**config.mk**
```make
export PLATFORM = sky130hd
export DESIGN_NAME = page_walker
export DESIGN_NICKNAME = d
export VERILOG_FILES = /design/src/rtl/page_walker.sv
export SDC_FILE = /design/constraint.sdc
export NUM_CORES = 1
export LEC_CHECK = 0
export BUFFER_PORTS_ARGS = -buffer_cell sky130_fd_sc_hd__buf_2
export CORE_MARGIN = 4
export CORE_UTILIZATION = 51
export CTS_CLUSTER_SIZE = 40
export DETAILED_ROUTE_END_ITERATION = 6
export PLACE_DENSITY = 0.85
export SETUP_SLACK_MARGIN = 0.1
export SLEW_MARGIN = 20
export SYNTH_ARGS = -nofsm -noshare
export SYNTH_HDL_FRONTEND = slang
export SYNTH_SLANG_ARGS = --single-unit
```
**constraint.sdc**
```tcl
create_clock -name clk -period 3.94 [get_ports clk]
set_input_delay 0.394 -clock clk [delete_from_list [all_inputs] [get_ports clk]]
set_output_delay 0.394 -clock clk [all_outputs]
set_load 0.03 [all_outputs]
```
**src/rtl/page_walker.sv**
```systemverilog
module page_walker #(
  parameter int L1_W  = 10,
  parameter int L2_W  = 10,
  parameter int OFF_W = 12,
  parameter int PTE_W = 32
) (
  input  logic             clk,
  input  logic             rst_n,
  input  logic [PTE_W-1:0] root_base,
  input  logic             req_valid,
  output logic             req_ready,
  input  logic [PTE_W-1:0] req_vaddr,
  input  logic             req_write,
  output logic             mem_rd_en,
  output logic [PTE_W-1:0] mem_rd_addr,
  input  logic             mem_rd_valid,
  input  logic [PTE_W-1:0] mem_rd_data,
  output logic             rsp_valid,
  output logic [PTE_W-1:0] rsp_paddr,
  output logic [1:0]       rsp_fault
);
  localparam int VA_W    = L1_W + L2_W + OFF_W;
  localparam int FRAME_W = PTE_W - OFF_W;
  localparam logic [1:0] FLT_NONE   = 2'd0;
  localparam logic [1:0] FLT_ABSENT = 2'd1;
  localparam logic [1:0] FLT_PROT   = 2'd2;

  typedef enum logic [1:0] {S_IDLE, S_L1, S_L2, S_DONE} st_t;

  st_t               st;
  logic [VA_W-1:0]   va_q;
  logic              wr_q;
  logic [FRAME_W-1:0] tbl_q;
  logic [PTE_W-1:0]  paddr_q;
  logic [1:0]        fault_q;

  wire [L1_W-1:0]    idx1  = va_q[VA_W-1 -: L1_W];
  wire [L2_W-1:0]    idx2  = va_q[OFF_W +: L2_W];
  wire [FRAME_W-1:0] frame = mem_rd_data[PTE_W-1:OFF_W];
  wire [1:0]         chk   = !mem_rd_data[0] ? FLT_ABSENT :
                             (!mem_rd_data[1] || (wr_q && !mem_rd_data[2])) ? FLT_PROT :
                             FLT_NONE;

  assign req_ready   = (st == S_IDLE);
  assign mem_rd_en   = (st == S_L1) || (st == S_L2);
  assign mem_rd_addr = (st == S_L2) ? {tbl_q, OFF_W'({idx2, 2'b00})}
                                    : {tbl_q, OFF_W'({idx1, 2'b00})};
  assign rsp_valid   = (st == S_DONE);
  assign rsp_paddr   = paddr_q;
  assign rsp_fault   = fault_q;

  always_ff @(posedge clk or negedge rst_n) begin
    if (!rst_n) begin
      st      <= S_IDLE;
      va_q    <= '0;
      wr_q    <= 1'b0;
      tbl_q   <= '0;
      paddr_q <= '0;
      fault_q <= FLT_NONE;
    end else begin
      case (st)
        S_IDLE: if (req_valid) begin
          va_q  <= req_vaddr[VA_W-1:0];
          wr_q  <= req_write;
          tbl_q <= root_base[PTE_W-1:OFF_W];
          st    <= S_L1;
        end
        S_L1: if (mem_rd_valid) begin
          if (chk != FLT_NONE) begin
            fault_q <= chk;
            paddr_q <= '0;
            st      <= S_DONE;
          end else begin
            tbl_q <= frame;
            st    <= S_L2;
          end
        end
        S_L2: if (mem_rd_valid) begin
          fault_q <= chk;
          paddr_q <= (chk == FLT_NONE) ? {frame, va_q[OFF_W-1:0]} : '0;
          st      <= S_DONE;
        end
        default: st <= S_IDLE;
      endcase
    end
  end


  accept_busy_chk: assert property (@(posedge clk) disable iff (!rst_n)
    req_valid && req_ready |=> !req_ready);


  rd_hold_chk: assert property (@(posedge clk) disable iff (!rst_n)
    mem_rd_en && !mem_rd_valid |=> mem_rd_en && $stable(mem_rd_addr));


  rsp_pulse_chk: assert property (@(posedge clk) disable iff (!rst_n)
    rsp_valid |=> !rsp_valid && req_ready);


  absent_stop_chk: assert property (@(posedge clk) disable iff (!rst_n)
    mem_rd_en && mem_rd_valid && !mem_rd_data[0] |=> rsp_valid && rsp_fault == FLT_ABSENT);


  offset_pass_chk: assert property (@(posedge clk) disable iff (!rst_n)
    rsp_valid && rsp_fault == FLT_NONE |-> rsp_paddr[OFF_W-1:0] == va_q[OFF_W-1:0]);
endmodule

```
==> out/metrics.csv <==
metric,value,unit
status,finished clean,
grt_max_degree,90,
cp_slowest_cell,and4_1,
ys_seq_elements,89,
fmax,0.405,GHz
power_frac_seq,35.1,%
synth_top_family_by_area,multiplexers,
postRouteAntennaNets,0,
critical_path_buf_inv_count,2,
initial_core_util,53.4,%
setup_slack,1.47,ns
post_cts_buffers,0,
area_growth,24.4,%
worstSetupPathType,reg2reg,
yosysSeqAreaShare,56.3,%
ctsHoldBuffers,0,
via_count,2848,
crit_family,simple AND/OR/NAND/NOR gates,
wl,8610,microns
place_ws,1.48,ns
tns,0,ns
cp.arrival,2.71,ns
path_max_fanout,17,
vdd_drop_max,0.000462,V
p_switching,1670,uW
dp_hpwl,6270,microns
hp-class,in2async,
rows,31,
cts_root_buffer,clkbuf_8,
routed_via_density,5.09,
synthXorXnorAreaFrac,0,%
hold_ws,0.107,ns
synth_mux_area_share,26.0,%
switching_share,40.1,%
cp-end-kind,register,
hold_viol,0,
synth_cells,317,
synth_top_area_cell,dfrtp_1,
yosys.area_share.simple,6.95,%
synth_fa_ha_area_share,1.26,%
ys_warn_count,0,
boundaryPins,170,
insertedDiodeCount,0,
clkPwrFrac,14.9,%
synth_compound_area_share,5.94,%
tritoncts.num_buffers,9,
mostFrequentLayoutCell,buf_2,
clockBufferDepth,2,
fin_nets,562,
synth_cell_type_count,28,
synth.top_cell.area_share,56.3,%
cts.sinks,89,
port_buffers,146,
ys_top_cells_by_area,"dfrtp_1, mux2_2, mux2_4",
drc,0,
routabilityCongestion,0.673,
postCtsResizedCells,0,
clk_latency,0.34,ns
mostFrequentLayoutCells,"buf_2, dfrtp_1, nand2_1",
period_needed,2.47,ns
p_total,4160,uW
setup_violations,0,
critPathRequiredTime,4.18,ns
first_pass_iters,4,
coreArea,7410,sq um
period_share,62.7,%
rsz0062_at_grt,no,
avgSynthCellArea,12.5,sq um
die_area,9240,sq um
leakagePower,0.00248,uW
grt_pass1_vias,2854,
netlist_area,3960,sq um
startpoint_type,register,
antenna_found_initial,0,
post_drt_wl_per_cell,15.4,microns
maxCapViolations,0,
die_h,96.1,microns
p_int,2490,uW
htreeDepth,3,
grt_first_pass_wirelength,13400,microns
pwr_density_cell,845,nW/um^2
track_usage,18.8,%
path_clk_slew,0.09,ns
slew_viol_final,0,
pwr-share-comb,50.0,%
max_slew_margin,39.1,%
worstPathCellList,inv_1 -> ha_1 -> and4_1 -> buf_4 -> nand2_1 -> o21ai_0,
die_w,96.1,microns
grt-ovfl-total,0,
clock_skew,0.0118,ns
drtIter0Drc,88,
tightestPinTransition,0.914,ns
critPathMaxStageDelay,0.71,ns
drive_gt1_share,53.8,%
cts_tree,done,
-- power by group through the flow --
stage               Combinational (uW)  Clock, uW  Sequential (uW)
floorplan                         1300          0             1790
global placement                  2050          0             1450
detailed placement                2100          0             1480
CTS                               2100        632             1460
global route                      2230        682             1510
finish                            2080        622             1460
-- worst paths after layout --
| path | from | endpoint | slack, ns | cells past startpoint |
|---|---|---|---|---|
| worst min register to register | rsp_paddr[2] | rsp_paddr[2] | 0.48 | 2 |
| min in group clk | req_vaddr[9] | va_q[9] | 0.28 | 2 |
| worst max-delay path | st[0] | rsp_paddr[11] | 1.47 | 6 |
| max in group asynchronous | rst_n | va_q[31] | 3.31 | 1 |
| worst min-delay path | rst_n | tbl_q[8] | 0.11 | 1 |
| worst max register to register | st[0] | rsp_paddr[11] | 1.47 | 6 |
-- layer usage --
metal  vias up  track usage (%)  routed length (microns)
met1      1359             23.3                     3560
met2       125             31.5                     4070
li1       1356                -                        -
met3         8             5.94                      909
met4         0             5.33                       74
met5         -                0                        0
-- Yosys cell counts, drive strengths merged --
cell type   n
nand2      67
and4        1
a22o        1
ha          4
a21oi       1
a21o        1
o21ai      34
a221o       1
mux2i       1
dfrtp      89
inv         3
nand3       1
a41o        1
mux2       84
o2bb2ai     1
nand2b      1
nor2        1
buf        18
clkbuf      4
o31ai       1
conb        1
a211oi      1
-- stage by stage --
step                instances  cell area [sq um]  utilization (%)
floorplan                 318               3960                -
global placement          545               4730             63.8
detailed placement        545               4730             63.8
CTS                       560               4920             66.4
global route              560               4930             66.5
finish                    560               4930             66.5
-- kinds of logic (layout without fill, tap and decap cells) --
family / after synthesis / in the layout
AO/OA/AOI/OAI: 42 / 42
adder cells (fa/ha/maj): 4 / 4
buffers and inverters: 25 / 168
flip-flops: 89 / 89
multiplexers: 85 / 85
other: 1 / 2
AND/OR/NAND/NOR: 71 / 71
-- cell type report --
| cell class | count | area [sq um] |
|---|---|---|
| clock buffer | 13 | 159 |
| multi-input combinational | 204 | 1600 |
| inverter | 3 | 11.3 |
| fill | 584 | 2480 |
| timing repair buffer | 150 | 767 |
| sequential | 89 | 2230 |
| clock inverter | 2 | 37.5 |
| tap | 99 | 124 |
-- sequential cells by signal (all words and copies together), names as in the netlist --
name	flops
rsp_fault	2
rsp_paddr	32
st	2
tbl_q	20
va_q	32
wr_q	1
Power figures use the tool's default switching activity.
